===== src/rtl/lsplit_pkg.sv =====
package lsplit_pkg;

   // Largest fragment count a request of size_w bits can produce on a given line.
   function automatic int lsp_frag_max(input int size_w, input int line_bytes);
      return ((1 << size_w) - 1) / line_bytes + 2;
   endfunction

   function automatic bit lsp_is_pow2(input int v);
      return (v > 0) && ((v & (v - 1)) == 0);
   endfunction

endpackage


===== src/rtl/lsplit_chunk.sv =====
// Size of the next fragment: the smaller of the bytes left and the room left in the line.
module lsplit_chunk #(
   parameter int SIZE_W     = 12,
   parameter int LINE_BYTES = 64,
   localparam int LB        = $clog2(LINE_BYTES),
   localparam int OFF_W     = (LB > 0) ? LB : 1,
   localparam int CH_W      = LB + 1,
   localparam int CMP_W     = (SIZE_W > CH_W) ? SIZE_W : CH_W
) (
   input  logic [OFF_W-1:0]  line_off,
   input  logic [SIZE_W-1:0] remain,
   output logic [CH_W-1:0]   chunk,
   output logic              fits
);
   logic [CMP_W-1:0] room_w;
   logic [CMP_W-1:0] rem_w;

   generate
      if (LB == 0) begin : g_byte_line
         logic unused_off;
         assign unused_off = line_off[0];
         assign room_w     = CMP_W'(1);
      end else begin : g_wide_line
         assign room_w = CMP_W'(LINE_BYTES) - CMP_W'(line_off);
      end
   endgenerate

   assign rem_w = CMP_W'(remain);
   assign fits  = (rem_w <= room_w);
   assign chunk = fits ? CH_W'(rem_w) : CH_W'(room_w);
endmodule


===== src/rtl/lsplit_intake.sv =====
// Input gate: takes a request only when idle, filters zero-size requests.
module lsplit_intake #(
   parameter int SIZE_W = 12
) (
   input  logic              clk,
   input  logic              rst_n,
   input  logic              busy,
   input  logic              req_valid,
   input  logic [SIZE_W-1:0] req_size,
   output logic              req_ready,
   output logic              load,
   output logic              req_err
);
   logic accept;
   logic zero_len;

   assign req_ready = !busy;
   assign accept    = req_valid && req_ready;
   assign zero_len  = (req_size == '0);
   assign load      = accept && !zero_len;

   always_ff @(posedge clk) begin
      if (!rst_n) req_err <= 1'b0;
      else        req_err <= accept && zero_len;
   end
endmodule


===== src/rtl/lsplit_walker.sv =====
// Holds the request in flight and steps through its fragments.
module lsplit_walker #(
   parameter int ADDR_W = 32,
   parameter int SIZE_W = 12,
   parameter int ID_W   = 4,
   parameter int CH_W   = 7,
   parameter int IDX_W  = 7
) (
   input  logic              clk,
   input  logic              rst_n,
   input  logic              load,
   input  logic [ADDR_W-1:0] ld_addr,
   input  logic [SIZE_W-1:0] ld_size,
   input  logic              ld_store,
   input  logic [ID_W-1:0]   ld_id,
   input  logic              step,
   input  logic [CH_W-1:0]   chunk,
   input  logic              fits,
   output logic              busy,
   output logic [ADDR_W-1:0] cur_addr,
   output logic [SIZE_W-1:0] remain,
   output logic [SIZE_W-1:0] offset,
   output logic [IDX_W-1:0]  index,
   output logic              store,
   output logic [ID_W-1:0]   id
);
   always_ff @(posedge clk) begin
      if (!rst_n) begin
         busy     <= 1'b0;
         cur_addr <= '0;
         remain   <= '0;
         offset   <= '0;
         index    <= '0;
         store    <= 1'b0;
         id       <= '0;
      end else if (load) begin
         busy     <= 1'b1;
         cur_addr <= ld_addr;
         remain   <= ld_size;
         offset   <= '0;
         index    <= '0;
         store    <= ld_store;
         id       <= ld_id;
      end else if (step) begin
         cur_addr <= cur_addr + ADDR_W'(chunk);
         remain   <= remain - SIZE_W'(chunk);
         offset   <= offset + SIZE_W'(chunk);
         index    <= index + IDX_W'(1);
         if (fits) busy <= 1'b0;
      end
   end
endmodule


===== src/rtl/lsplit_gen.sv =====
module lsplit_gen #(
   parameter int ADDR_W     = 32,
   parameter int SIZE_W     = 12,
   parameter int ID_W       = 4,
   parameter int LINE_BYTES = 64,
   localparam int LB        = $clog2(LINE_BYTES),
   localparam int OFF_W     = (LB > 0) ? LB : 1,
   localparam int CH_W      = LB + 1,
   localparam int FRAG_MAX  = lsplit_pkg::lsp_frag_max(SIZE_W, LINE_BYTES),
   localparam int IDX_W     = $clog2(FRAG_MAX)
) (
   input  logic              clk,
   input  logic              rst_n,
   input  logic              req_valid,
   output logic              req_ready,
   input  logic [ADDR_W-1:0] req_addr,
   input  logic [SIZE_W-1:0] req_size,
   input  logic              req_store,
   input  logic [ID_W-1:0]   req_id,
   output logic              req_err,
   output logic              frag_valid,
   input  logic              frag_ready,
   output logic [ADDR_W-1:0] frag_addr,
   output logic [CH_W-1:0]   frag_size,
   output logic [SIZE_W-1:0] frag_offset,
   output logic [IDX_W-1:0]  frag_index,
   output logic              frag_last,
   output logic              frag_store,
   output logic [ID_W-1:0]   frag_id
);
   generate
      if (!lsplit_pkg::lsp_is_pow2(LINE_BYTES)) begin : g_bad_line
         initial $error("lsplit_gen: LINE_BYTES must be a power of two");
      end
      if (ADDR_W < LB + 1) begin : g_bad_addr
         initial $error("lsplit_gen: ADDR_W too narrow for LINE_BYTES");
      end
      if (SIZE_W < 1 || ID_W < 1) begin : g_bad_width
         initial $error("lsplit_gen: SIZE_W and ID_W must be positive");
      end
   endgenerate

   logic              busy;
   logic              load;
   logic              step;
   logic              fits;
   logic [CH_W-1:0]   chunk;
   logic [SIZE_W-1:0] remain;

   lsplit_intake #(.SIZE_W(SIZE_W)) u_intake (
      .clk       (clk),
      .rst_n     (rst_n),
      .busy      (busy),
      .req_valid (req_valid),
      .req_size  (req_size),
      .req_ready (req_ready),
      .load      (load),
      .req_err   (req_err)
   );

   lsplit_chunk #(.SIZE_W(SIZE_W), .LINE_BYTES(LINE_BYTES)) u_chunk (
      .line_off (frag_addr[OFF_W-1:0]),
      .remain   (remain),
      .chunk    (chunk),
      .fits     (fits)
   );

   assign step = busy && frag_ready;

   lsplit_walker #(
      .ADDR_W (ADDR_W),
      .SIZE_W (SIZE_W),
      .ID_W   (ID_W),
      .CH_W   (CH_W),
      .IDX_W  (IDX_W)
   ) u_walker (
      .clk      (clk),
      .rst_n    (rst_n),
      .load     (load),
      .ld_addr  (req_addr),
      .ld_size  (req_size),
      .ld_store (req_store),
      .ld_id    (req_id),
      .step     (step),
      .chunk    (chunk),
      .fits     (fits),
      .busy     (busy),
      .cur_addr (frag_addr),
      .remain   (remain),
      .offset   (frag_offset),
      .index    (frag_index),
      .store    (frag_store),
      .id       (frag_id)
   );

   assign frag_valid = busy;
   assign frag_size  = chunk;
   assign frag_last  = fits;
endmodule


===== config.mk =====
export PLATFORM = sky130hd
export DESIGN_NAME = lsplit_gen
export DESIGN_NICKNAME = d
export VERILOG_FILES = /design/src/rtl/lsplit_pkg.sv /design/src/rtl/lsplit_chunk.sv /design/src/rtl/lsplit_intake.sv /design/src/rtl/lsplit_walker.sv /design/src/rtl/lsplit_gen.sv
export SDC_FILE = /design/constraint.sdc
export NUM_CORES = 1
export LEC_CHECK = 0
export BUFFER_PORTS_ARGS = -buffer_cell sky130_fd_sc_hd__buf_2
export CAP_MARGIN = 20
export CORE_AREA = 4 4 120 122
export CTS_BUF_LIST = sky130_fd_sc_hd__clkbuf_16
export DETAILED_ROUTE_END_ITERATION = 16
export DIE_AREA = 0 0 124 126
export HOLD_SLACK_MARGIN = 0.05
export MAX_ROUTING_LAYER = met4
export SLEW_MARGIN = 20
export SYNTH_ARGS = -nofsm -noshare
export SYNTH_HDL_FRONTEND = slang
export SYNTH_HIERARCHICAL = 1
export SYNTH_SLANG_ARGS = --single-unit

===== constraint.sdc =====
create_clock -name clk -period 5.9 [get_ports clk]
set_input_delay 1.475 -clock clk [delete_from_list [all_inputs] [get_ports clk]]
set_output_delay 1.475 -clock clk [all_outputs]
set_load 0.005 [all_outputs]

==> flow_summary.yaml, run 1 <==
critical_path:
  critical-path-slowest-cell: "mux2i_1"
  crit_cells: 10
  path_buf_inv: 2
  worst_path_most_repeated_cell: "ha_1"
  critical_path_arrival_ps: 3390
  critPathLaunchType: "flip-flop"
  worstPathRequired_ps: 4430
  setup.worst_path.start: "u_walker/cur_addr[1]"
  timing.critical_path.to_type: "output port"
  path_cells: "inv_1 -> ha_1 -> nand2_1 -> or3_1 -> ha_1 -> a211oi_1 -> a21oi_1 -> nor3_4 -> mux2i_1 -> buf_2"
  timing.critical_path.fanout_max: 9
  critical_path.max_stage_delay_ps: 580
  rrSetupSlack_ps: 1080
  critPathTopFamily: "simple AND/OR/NAND/NOR gates"
  timing_worst_setup_path_type: "flip-flop to output port"
  crit-reg2reg-capture: "u_walker/remain[10]"
  rr_worst_depth: 17
  timing.rr.start: "u_walker/cur_addr[1]"
detailed_routing:
  detailed_route_wire_length_per_cell_um: 15.81
  via_count_of_the_routed_design: 4458
  drt-initial-drc-count: 247
  detail-route-antenna-nets: 0
  drc: 0
  routed_wirelength_um: 13290
  route.detailed.vias_per_inst: 5.301
  router_iterations_before_antenna_repair: 7
cells_and_area:
  post_route_cells_drive_above_1_share: 0.2376
  area_used_by_multi_input_combinational_logic_mm2: 0.002952
  area_growth_pct: 23.83
  final-seq-area_mm2: 0.001401
  fillers: 1356
  final_stage_net_count: 746
  antenna_fix_cells: 0
sta:
  setup-violations-final: 0
  slew_violations: 0
  hold_slack_ps: 498.1
  report.final.hold_viol_count: 0
  layout_min_cycle_time_ps: 4865
  grt_setup_unrepaired: "false"
  fin_worst_skew_ps: 6.147
  transition_time_at_the_pin_with_the_least_slew_margin_ps: 1067
  min_period_over_period: 0.8246
  worst_slew_margin_rel: 0.2888
  fmax_ghz: 0.2055
  setup-tns-final_ps: 0
synth:
  ys_warn_count: 6
  ys_types: 60
  dominantRegCellSynth: "dfxtp_1"
  synth_area_mm2: 0.004557
  synth_enable_flop_cells: 0
  post_synthesis_area_per_instance_um2: 8.240
  synthesis.nets: 639
  synth.top_cell.area_share: 0.3075
  post_synth_inst_count: 553
  ys_seq_elements: 70
  synthDominantAreaCellType: "dfxtp_1"
  ys_top_cells_by_area: "dfxtp_1 (31%), ha_1 (8.2%), a21oi_1 (5.6%)"
  synth-seq-area-share: 0.3075
  synth_async_sr_flop_share: 0
die:
  die_area_mm2: 0.01562
  floorplan.die.height_um: 126
  die_w_um: 124
  core_region_area_mm2: 0.01319
  number_of_top_level_design_ports: 120
  start_util: 0.3455
  rows: 42
global_routing:
  use_met2: 0.2711
  initial_antenna_violation_count: 0
  grtUsageMet3: 0.03318
  track_usage: 0.1774
  number_of_global_route_vias_before_repair: 4433
  gr-total-overflow: 0
  met1_usage: 0.2392
  first_pass_grt_wire_length_um: 21790
  gr-max-usage-layer: "met2"
  grt_start_max_net_pins: 49
cts:
  clock_tree.htree_level_count: 3
  cts_setup_buffers: 0
  cts.clk_slew.worst_paths_ps: 60
  max-clock-path-buffers: 2
  cts_buffers: 9
  cts_root_buffer: "clkbuf_16"
  clkLatencyLatePin_ps: 340
  tritoncts_clock_tree: "built"
  number_of_clock_sinks_seen_by_cts: 70
  cts-hold-fix-buffers: 0
  ctsResizeCount: 0
pwr:
  internal_power_w: 0.001162
  ir_worst_vdd_mv: 0.1593
  power-per-cell-area_mw_per_mm2: 316.2
  comb_power_share: 0.342
  share_seq_of_total_power: 0.309
  total_switching_power_w: 0.0006217
  power_leakage_nw: 2.376
  power_switching_share: 0.3485
  share_clk_of_total_power: 0.349
run:
  max-cap-violations: 0
hold_path:
  hold-path-cell-count: 2
  worstHoldStart: "u_walker/offset[11]"
  worstHoldPathType: "flip-flop to flip-flop"
  holdPathEnd: "u_walker/offset[11]"
placement:
  place.detailed.hpwl_um: 9858
  place_congestion: 0.8197
  place.port_buffers: 119
outcome:
  status: "finished, final reports clean"
==> worst max-delay path by stage <==
stage,end,slack (ps)
2_1_floorplan,u_walker/remain[10],1560
6_report,frag_size[3],1030
3_5_place_dp,u_walker/remain[10],1130
4_1_cts,frag_size[3],1020
3_3_place_gp,u_walker/remain[10],1390
5_1_grt,u_walker/remain[10],650
==> synth_stat cells, types with 2 or more instances <==
cell type / count
nand3_1: 21
nand4_1: 21
o21ai_0: 47
o21ai_1: 2
nor4_1: 4
xnor2_1: 10
nor2_1: 50
o21a_1: 2
a31oi_1: 7
or3_1: 11
inv_1: 30
a211oi_1: 13
xor2_1: 28
and2_1: 2
a31oi_2: 2
o31ai_1: 4
dfxtp_1: 70
buf_1: 4
clkbuf_1: 17
o211ai_1: 3
and4_1: 3
and3b_1: 2
nand2_1: 24
a21o_1: 7
nand3b_1: 3
buf_2: 4
fa_1: 3
a21oi_1: 51
nor2b_1: 2
nor4_2: 4
mux2i_1: 21
a311oi_1: 5
ha_1: 30
or2_2: 2
nor3_1: 12
or4_1: 4
and3_1: 5
==> cell type report <==
class                      count  share of cell area
multi-input combinational    427              0.5231
sequential                    70              0.2483
timing repair buffer         122              0.1095
clock buffer                   9             0.03991
tap                          176             0.03902
clock inverter                 7             0.02018
inverter                      30             0.01996
==> logic make-up after synthesis <==
family                   Yosys count  synth area share
XOR/XNOR                          38           0.07304
adder cells (fa/ha/maj)           33           0.09555
buffers and inverters             56           0.04887
multiplexers                      22           0.04942
flip-flops                        70            0.3075
AND/OR/NAND/NOR                  179            0.2172
AO/OA/AOI/OAI                    155            0.2084
==> power by group through the flow <==
stage	Sequential, W	Clock, W	Combinational, W
after floorplan	0.000552	0	0.000437
after global placement	0.000559	0	0.000587
after detailed placement	0.000561	0	0.000601
after CTS	0.000551	0.000638	0.000606
after global routing	0.000557	0.000658	0.000689
final	0.000551	0.000623	0.000610
==> per-layer routing <==
layer  part of all wire  vias to the layer above
met3              0.064                       12
met1               0.47                     2070
met4              0.012                        0
met5                  0                        -
met2               0.46                      139
li1                   -                     2237
==> registers in the layout (all words and copies together), names as in the netlist <==
signal / count
u_intake/req_err: 1
u_walker/store: 1
u_walker/busy: 1
u_walker/offset: 12
u_walker/id: 4
u_walker/index: 7
u_walker/remain: 12
u_walker/cur_addr: 32
==> through the flow <==
| step | total power, W | setup slack [ps] | util | cells | cell area (um2) |
|---|---|---|---|---|---|
| floorplan | 0.0009890 | 1559 | - | 553 | 4557 |
| global placement | 0.001147 | 1393 | 0.4021 | 825 | 5304 |
| detailed placement | 0.001162 | 1127 | 0.4021 | 825 | 5304 |
| CTS | 0.001795 | 1016 | 0.4278 | 841 | 5643 |
| global route | 0.001903 | 653.5 | 0.4278 | 841 | 5643 |
| finish | 0.001784 | 1035 | 0.4278 | 841 | 5643 |
==> cell usage in the layout (no fill, tap or decap), types with 7 or more instances in the layout <==
cell type,netlist,layout
nand4_1,21,21
nand3_1,21,21
a31oi_1,7,7
xor2_1,28,28
a21o_1,7,7
or3_1,11,11
nand2_1,24,24
nor3_1,12,12
clkbuf_16,0,9
buf_2,4,119
a211oi_1,13,13
o21ai_0,47,47
dfxtp_1,70,70
a21oi_1,51,51
inv_1,30,31
mux2i_1,21,21
nor2_1,50,50
xnor2_1,10,10
ha_1,30,30
==> worst register-to-register path: stages (launching register included) <==
cell      delay (ps)
dfxtp_1          370
inv_1             80
ha_1             170
nand2_1           80
or3_1            350
ha_1             320
a211oi_1         310
a21oi_1          160
nor3_4           430
mux2i_1          440
ha_1             260
inv_1             60
fa_1             410
a21o_1           210
a31oi_2          280
a21oi_2          120
or4_1            420
a311oi_1         270
Power figures use the tool's default switching activity.
==> inputs of run 2 (changes only) <==
ABC_AREA = 1   (was not set)
CORE_AREA = 4 4 128 130   (was 4 4 120 122)
DIE_AREA = 0 0 132 134   (was 0 0 124 126)
clock period = 4.64 ns   (was 5.9 ns; I/O delays follow)
==> run 2 against run 1 <==
  * Sequential power grew 27%
  * Die area is 13% higher
  * Clock-buffer cell count stayed put
  * Final area up 12%
  * Sequential cell count stayed put
  * Combinational power is 35% higher
  * Largest power group is now combinational cells
==> flow_summary.yaml, run 2 <==
outcome:
  status: "finished, final reports clean"
placement:
  placedCellCount: 1110
  place.port_buffers: 119
  place_congestion: 0.8751
  place.detailed.hpwl_um: 12670
critical_path:
  worstPathRequired_ps: 3480
  path_cells: "inv_1 -> ha_1 -> nand2_1 -> xor2_1 -> inv_1 -> ha_1 -> nand4_1 -> inv_1 -> nand4_2 -> nand2_4 -> nand2_1 -> nand2_1 -> buf_2"
  path_buf_inv: 4
  timing.critical_path.fanout_max: 9
  critical_path_arrival_ps: 2910
  critical_path.max_stage_delay_ps: 440
  critical-path-slowest-cell: "dfxtp_1"
  timing.critical_path.to_type: "output port"
  timing_worst_setup_path_type: "flip-flop to output port"
  critPathTopFamily: "simple AND/OR/NAND/NOR gates"
  critPathLaunchType: "flip-flop"
cells_and_area:
  final_stage_net_count: 1019
  final-seq-area_mm2: 0.001401
  biggestRegsByFlops: "u_walker/cur_addr: 32 flops, u_walker/offset: 12 flops, u_walker/remain: 12 flops"
  post_layout_nonfiller_instances: 1126
  area_growth_pct: 20.99
  largest_reg_flops: 32
  fin_util: 0.4167
  registers.top_by_ff_count: "u_walker/cur_addr"
  fillers: 1616
  mostFrequentLayoutCell: "nand2_1"
  antenna_fix_cells: 0
  area_used_by_multi_input_combinational_logic_mm2: 0.003339
  layout_common_cells: "nand2_1 (210), buf_2 (119), inv_1 (103)"
  post_route_cells_drive_above_1_share: 0.1962
synth:
  post_synthesis_area_per_instance_um2: 6.385
  synth.top_cell.area_share: 0.2686
  synthDominantAreaCellType: "dfxtp_1"
  ys_warn_count: 6
  synth_async_sr_flop_share: 0
  synthesis.nets: 903
  synth_most_common_cell: "nand2_1"
  ys_seq_elements: 70
  most_common_library_cells_after_synthesis: "nand2_1 (210), inv_1 (102), nor2_1 (82)"
  dominantRegCellSynth: "dfxtp_1"
  post_synth_inst_count: 817
  synth_area_mm2: 0.005216
  ys_types: 39
  synth-seq-area-share: 0.2686
  ys_top_cells_by_area: "dfxtp_1 (27%), nand2_1 (15%), nand3_1 (7.6%)"
  synth_enable_flop_cells: 0
die:
  die_w_um: 132
  start_util: 0.3444
  number_of_top_level_design_ports: 120
  core_region_area_mm2: 0.01515
  rows: 45
  die_area_mm2: 0.01769
  floorplan.die.height_um: 134
global_routing:
  first_pass_grt_wire_length_um: 27210
  gr-max-usage-layer: "met2"
  initial_antenna_violation_count: 0
  gr-total-overflow: 0
  use_met2: 0.3153
  grt_start_max_net_pins: 41
  track_usage: 0.1937
  grtUsageMet3: 0.02738
  met1_usage: 0.2506
  number_of_global_route_vias_before_repair: 5415
cts:
  number_of_clock_sinks_seen_by_cts: 70
  cts.clk_slew.worst_paths_ps: 60
  cts_buffers: 9
  clkLatencyLatePin_ps: 340
  clock_tree.htree_level_count: 3
  max-clock-path-buffers: 2
  cts-hold-fix-buffers: 0
  tritoncts_clock_tree: "built"
  ctsResizeCount: 0
  cts_root_buffer: "clkbuf_16"
  cts_setup_buffers: 0
pwr:
  power-per-cell-area_mw_per_mm2: 349.9
  power_leakage_nw: 3.058
  power_w: 0.002208
  ir_worst_vdd_mv: 0.1903
detailed_routing:
  drc: 0
  routed_wirelength_um: 16550
  detail-route-antenna-nets: 0
  router_iterations_before_antenna_repair: 5
  via_count_of_the_routed_design: 5667
  drt-initial-drc-count: 330
  detailed_route_wire_length_per_cell_um: 14.70
  route.detailed.vias_per_inst: 5.033
sta:
  transition_time_at_the_pin_with_the_least_slew_margin_ps: 968.4
  setup-tns-final_ps: 0
  fin_worst_skew_ps: 6.034
  min_period_over_period: 0.8774
  fmax_ghz: 0.2456
  setup-violations-final: 0
  hold_slack_ps: 490.3
  worst_slew_margin_rel: 0.3529
  report.final.hold_viol_count: 0
  grt_setup_unrepaired: "false"
  slew_violations: 0
  layout_min_cycle_time_ps: 4071
run:
  max-cap-violations: 0
hold_path:
  worstHoldPathType: "flip-flop to flip-flop"
[run 2: changes by cell type after synthesis, sizes merged, moves of 9 or more]
| cell | previous run | this run |
|---|---|---|
| a211oi | 14 | 0 |
| a21oi | 52 | 61 |
| a22oi | 0 | 33 |
| inv | 30 | 104 |
| mux2i | 21 | 0 |
| nand2 | 24 | 226 |
| nand3 | 22 | 83 |
| nor2 | 50 | 94 |
| o21ai | 49 | 23 |
| or3 | 11 | 0 |
| xor2 | 28 | 10 |
[run 2: final cells by class]
cell class | instances | area share
clock buffer | 9 | 0.03569
clock inverter | 7 | 0.008921
inverter | 106 | 0.06305
multi-input combinational | 619 | 0.5291
sequential | 70 | 0.2220
tap | 188 | 0.03727
timing repair buffer | 127 | 0.1039
[run 2: cells by family after synthesis]
kind of cell | count (synthesis) | synth area share
DFF | 70 | 0.2686
AOI/OAI and AO/OA | 132 | 0.1502
adders and majority gates | 33 | 0.08347
and+or+nand+nor | 439 | 0.3778
xor gates and xnor gates | 15 | 0.02518
buffers and inverters | 128 | 0.09475
[run 2: power breakdown]
| part | internal, W | switching (W) |
|---|---|---|
| combinational | 0.000302 | 0.000521 |
| clock | 0.000407 | 0.000276 |
| sequential | 0.000642 | 0.0000604 |
| total | 0.00135 | 0.000857 |
[run 2: path summary, 6_finish.rpt]
kind / from / end / cells after the start / slack [ps]
max reg2reg: u_walker/cur_addr[0] / u_walker/cur_addr[28] / 24 / 840
min reg2reg: u_walker/id[2] / u_walker/id[2] / 2 / 490
max: u_walker/cur_addr[0] / frag_size[1] / 13 / 570
min: u_walker/id[2] / u_walker/id[2] / 2 / 490
[run 2: routing by layer]
metal  routed length, um  up-vias
met5                   0        -
li1                    -     2931
met4                 219        0
met3                 719       15
met2                7785      137
met1                7828     2584
[run 2: worst min-delay path, cell delays in order, from the launching register on]
cell,delay (ps)
dfxtp_1,310
o21ai_0,70
nor2_1,70
[run 2: per-stage QoR]
step | setup WS, ps | area, um2
2_1_floorplan | 1298 | 5216
3_3_place_gp | 951.1 | 6030
3_5_place_dp | 868.6 | 6030
4_1_cts | 573.6 | 6311
5_1_grt | 253.6 | 6311
6_report | 568.8 | 6311
==> inputs of run 3 (changes only) <==
CORE_AREA = 4 4 110 112   (was 4 4 128 130)
DIE_AREA = 0 0 114 116   (was 0 0 132 134)
PLACE_DENSITY = 0.71   (was not set)
==> run 3 against run 2 <==
  * Clock power about the same
  * Non-clock buffer count decreased by 3
  * Critical endpoint unchanged
  * Cell count shrank 4.3%
  * Total power down 0.37%
  * Hold slack improved by 8.4 ps
  * Clock skew down 0.67 ps
  * Largest power group unchanged
  * Fmax increased by 1.3%
  * Critical path depth unchanged
  * Final area fell by 1.1%
==> flow_summary.yaml, run 3 (synthesis results as in run 2) <==
cts:
  cts_buffers: 9
  cts_setup_buffers: 0
  cts_root_buffer: "clkbuf_16"
  tritoncts_clock_tree: "built"
  number_of_clock_sinks_seen_by_cts: 70
  cts.clk_slew.worst_paths_ps: 60
  max-clock-path-buffers: 2
  clock_tree.htree_level_count: 3
  clkLatencyLatePin_ps: 340
  cts-hold-fix-buffers: 0
  ctsResizeCount: 0
cells_and_area:
  fin_area_mm2: 0.006241
  biggestRegsByFlops: "u_walker/cur_addr: 32 flops, u_walker/offset: 12 flops, u_walker/remain: 12 flops"
  antenna_fix_cells: 0
  area_growth_pct: 19.65
  largest_reg_flops: 32
  registers.top_by_ff_count: "u_walker/cur_addr"
  layout_common_cells: "nand2_1 (210), buf_2 (119), inv_1 (102)"
  post_route_cells_drive_above_1_share: 0.1979
  final_stage_net_count: 1016
  post_layout_nonfiller_instances: 1078
  mostFrequentLayoutCell: "nand2_1"
detailed_routing:
  via_count_of_the_routed_design: 5645
  detail-route-antenna-nets: 0
  route.detailed.vias_per_inst: 5.237
  detailed_route_wire_length_per_cell_um: 14.26
  drt-initial-drc-count: 388
  routed_wirelength_um: 15370
  router_iterations_before_antenna_repair: 5
  drc: 0
critical_path:
  critPathTopFamily: "simple AND/OR/NAND/NOR gates"
  path_cells: "inv_1 -> ha_1 -> nand2_1 -> xor2_1 -> inv_1 -> ha_1 -> nand4_1 -> inv_1 -> nand4_2 -> nand2_4 -> nand2_1 -> nand2_1 -> buf_2"
  critical-path-slowest-cell: "dfxtp_1"
  path_buf_inv: 4
  timing.critical_path.to_type: "output port"
  timing.critical_path.fanout_max: 9
  critPathLaunchType: "flip-flop"
  worstPathRequired_ps: 3480
  critical_path.max_stage_delay_ps: 420
  critical_path_arrival_ps: 2860
  timing_worst_setup_path_type: "flip-flop to output port"
die:
  floorplan.die.height_um: 116
  start_util: 0.4648
  number_of_top_level_design_ports: 120
  die_w_um: 114
  rows: 39
  core_region_area_mm2: 0.01122
  die_area_mm2: 0.01322
sta:
  min_period_over_period: 0.8663
  transition_time_at_the_pin_with_the_least_slew_margin_ps: 1042
  fin_worst_skew_ps: 5.366
  setup-tns-final_ps: 0
  layout_min_cycle_time_ps: 4020
  setup-violations-final: 0
  report.final.hold_viol_count: 0
  fmax_ghz: 0.2488
  slew_violations: 0
  worst_slew_margin_rel: 0.3037
  grt_setup_unrepaired: "false"
global_routing:
  use_met2: 0.3946
  initial_antenna_violation_count: 0
  number_of_global_route_vias_before_repair: 5253
  grtUsageMet3: 0.03916
  first_pass_grt_wire_length_um: 25320
  gr-total-overflow: 0
  track_usage: 0.2439
  gr-max-usage-layer: "met2"
  met1_usage: 0.3163
  grt_start_max_net_pins: 44
placement:
  place.detailed.hpwl_um: 11580
  placedCellCount: 1062
  placement.cell_area_mm2: 0.005951
  place_congestion: 0.9172
  place.port_buffers: 119
pwr:
  ir_worst_vdd_mv: 0.1645
  power_w: 0.002200
  power-per-cell-area_mw_per_mm2: 352.5
  power_leakage_nw: 3.050
run:
  max-cap-violations: 0
outcome:
  status: "finished, final reports clean"
hold_path:
  worstHoldPathType: "flip-flop to flip-flop"
[run 3: cell types whose count changed in the layout (fill, tap and decap cells not counted), sizes merged]
| cell | change |
|---|---|
| buf | -3 |
| clkinv | +1 |
| inv | -1 |
[run 3: report_power, final]
part	internal, W	total [W]	switching [W]
clock	0.000412	0.000686	0.000273
sequential	0.000642	0.000701	0.0000592
combinational	0.000299	0.000814	0.000514
total	0.00135	0.00220	0.000847
[run 3: worst min-delay path: cells and delay by family, from the launching register on]
kind	cells	cell delay, ps
flops	1	310
compound gates	1	70
simple gates	1	80
[run 3: final timing paths]
path | from | to | slack [ps] | cells after the start
min | u_walker/id[1] | u_walker/id[1] | 500 | 2
min reg2reg | u_walker/id[1] | u_walker/id[1] | 500 | 2
max reg2reg | u_walker/cur_addr[0] | u_walker/cur_addr[28] | 800 | 24
max | u_walker/cur_addr[0] | frag_size[1] | 620 | 13
[run 3: metrics by stage]
stage	worst slack, ps	utilization	hold slack [ps]
2_1_floorplan	1298	-	473.5
3_3_place_gp	946.2	0.5302	476.0
3_5_place_dp	887.8	0.5302	479.4
4_1_cts	622.0	0.5561	495.5
5_1_grt	309.3	0.5561	520.0
6_report	620.4	0.5561	498.7
[run 3: layout make-up]
type / instances / area, um2
multi-input cells: 619 / 3339
flip-flops and latches: 70 / 1401
clock inverters: 7 / 65.06
fillers: 1168 / 4982
well taps: 143 / 178.9
inverters: 106 / 397.9
clock buffers: 9 / 225.2
repair buffers: 124 / 633.1
[run 3: layer usage]
metal | routed length [um] | vias up | share of wire
met1 | 6929 | 2542 | 0.45
met3 | 1046 | 14 | 0.068
li1 | - | 2915 | -
met2 | 7189 | 174 | 0.47
met5 | 0 | - | 0
met4 | 206 | 0 | 0.013
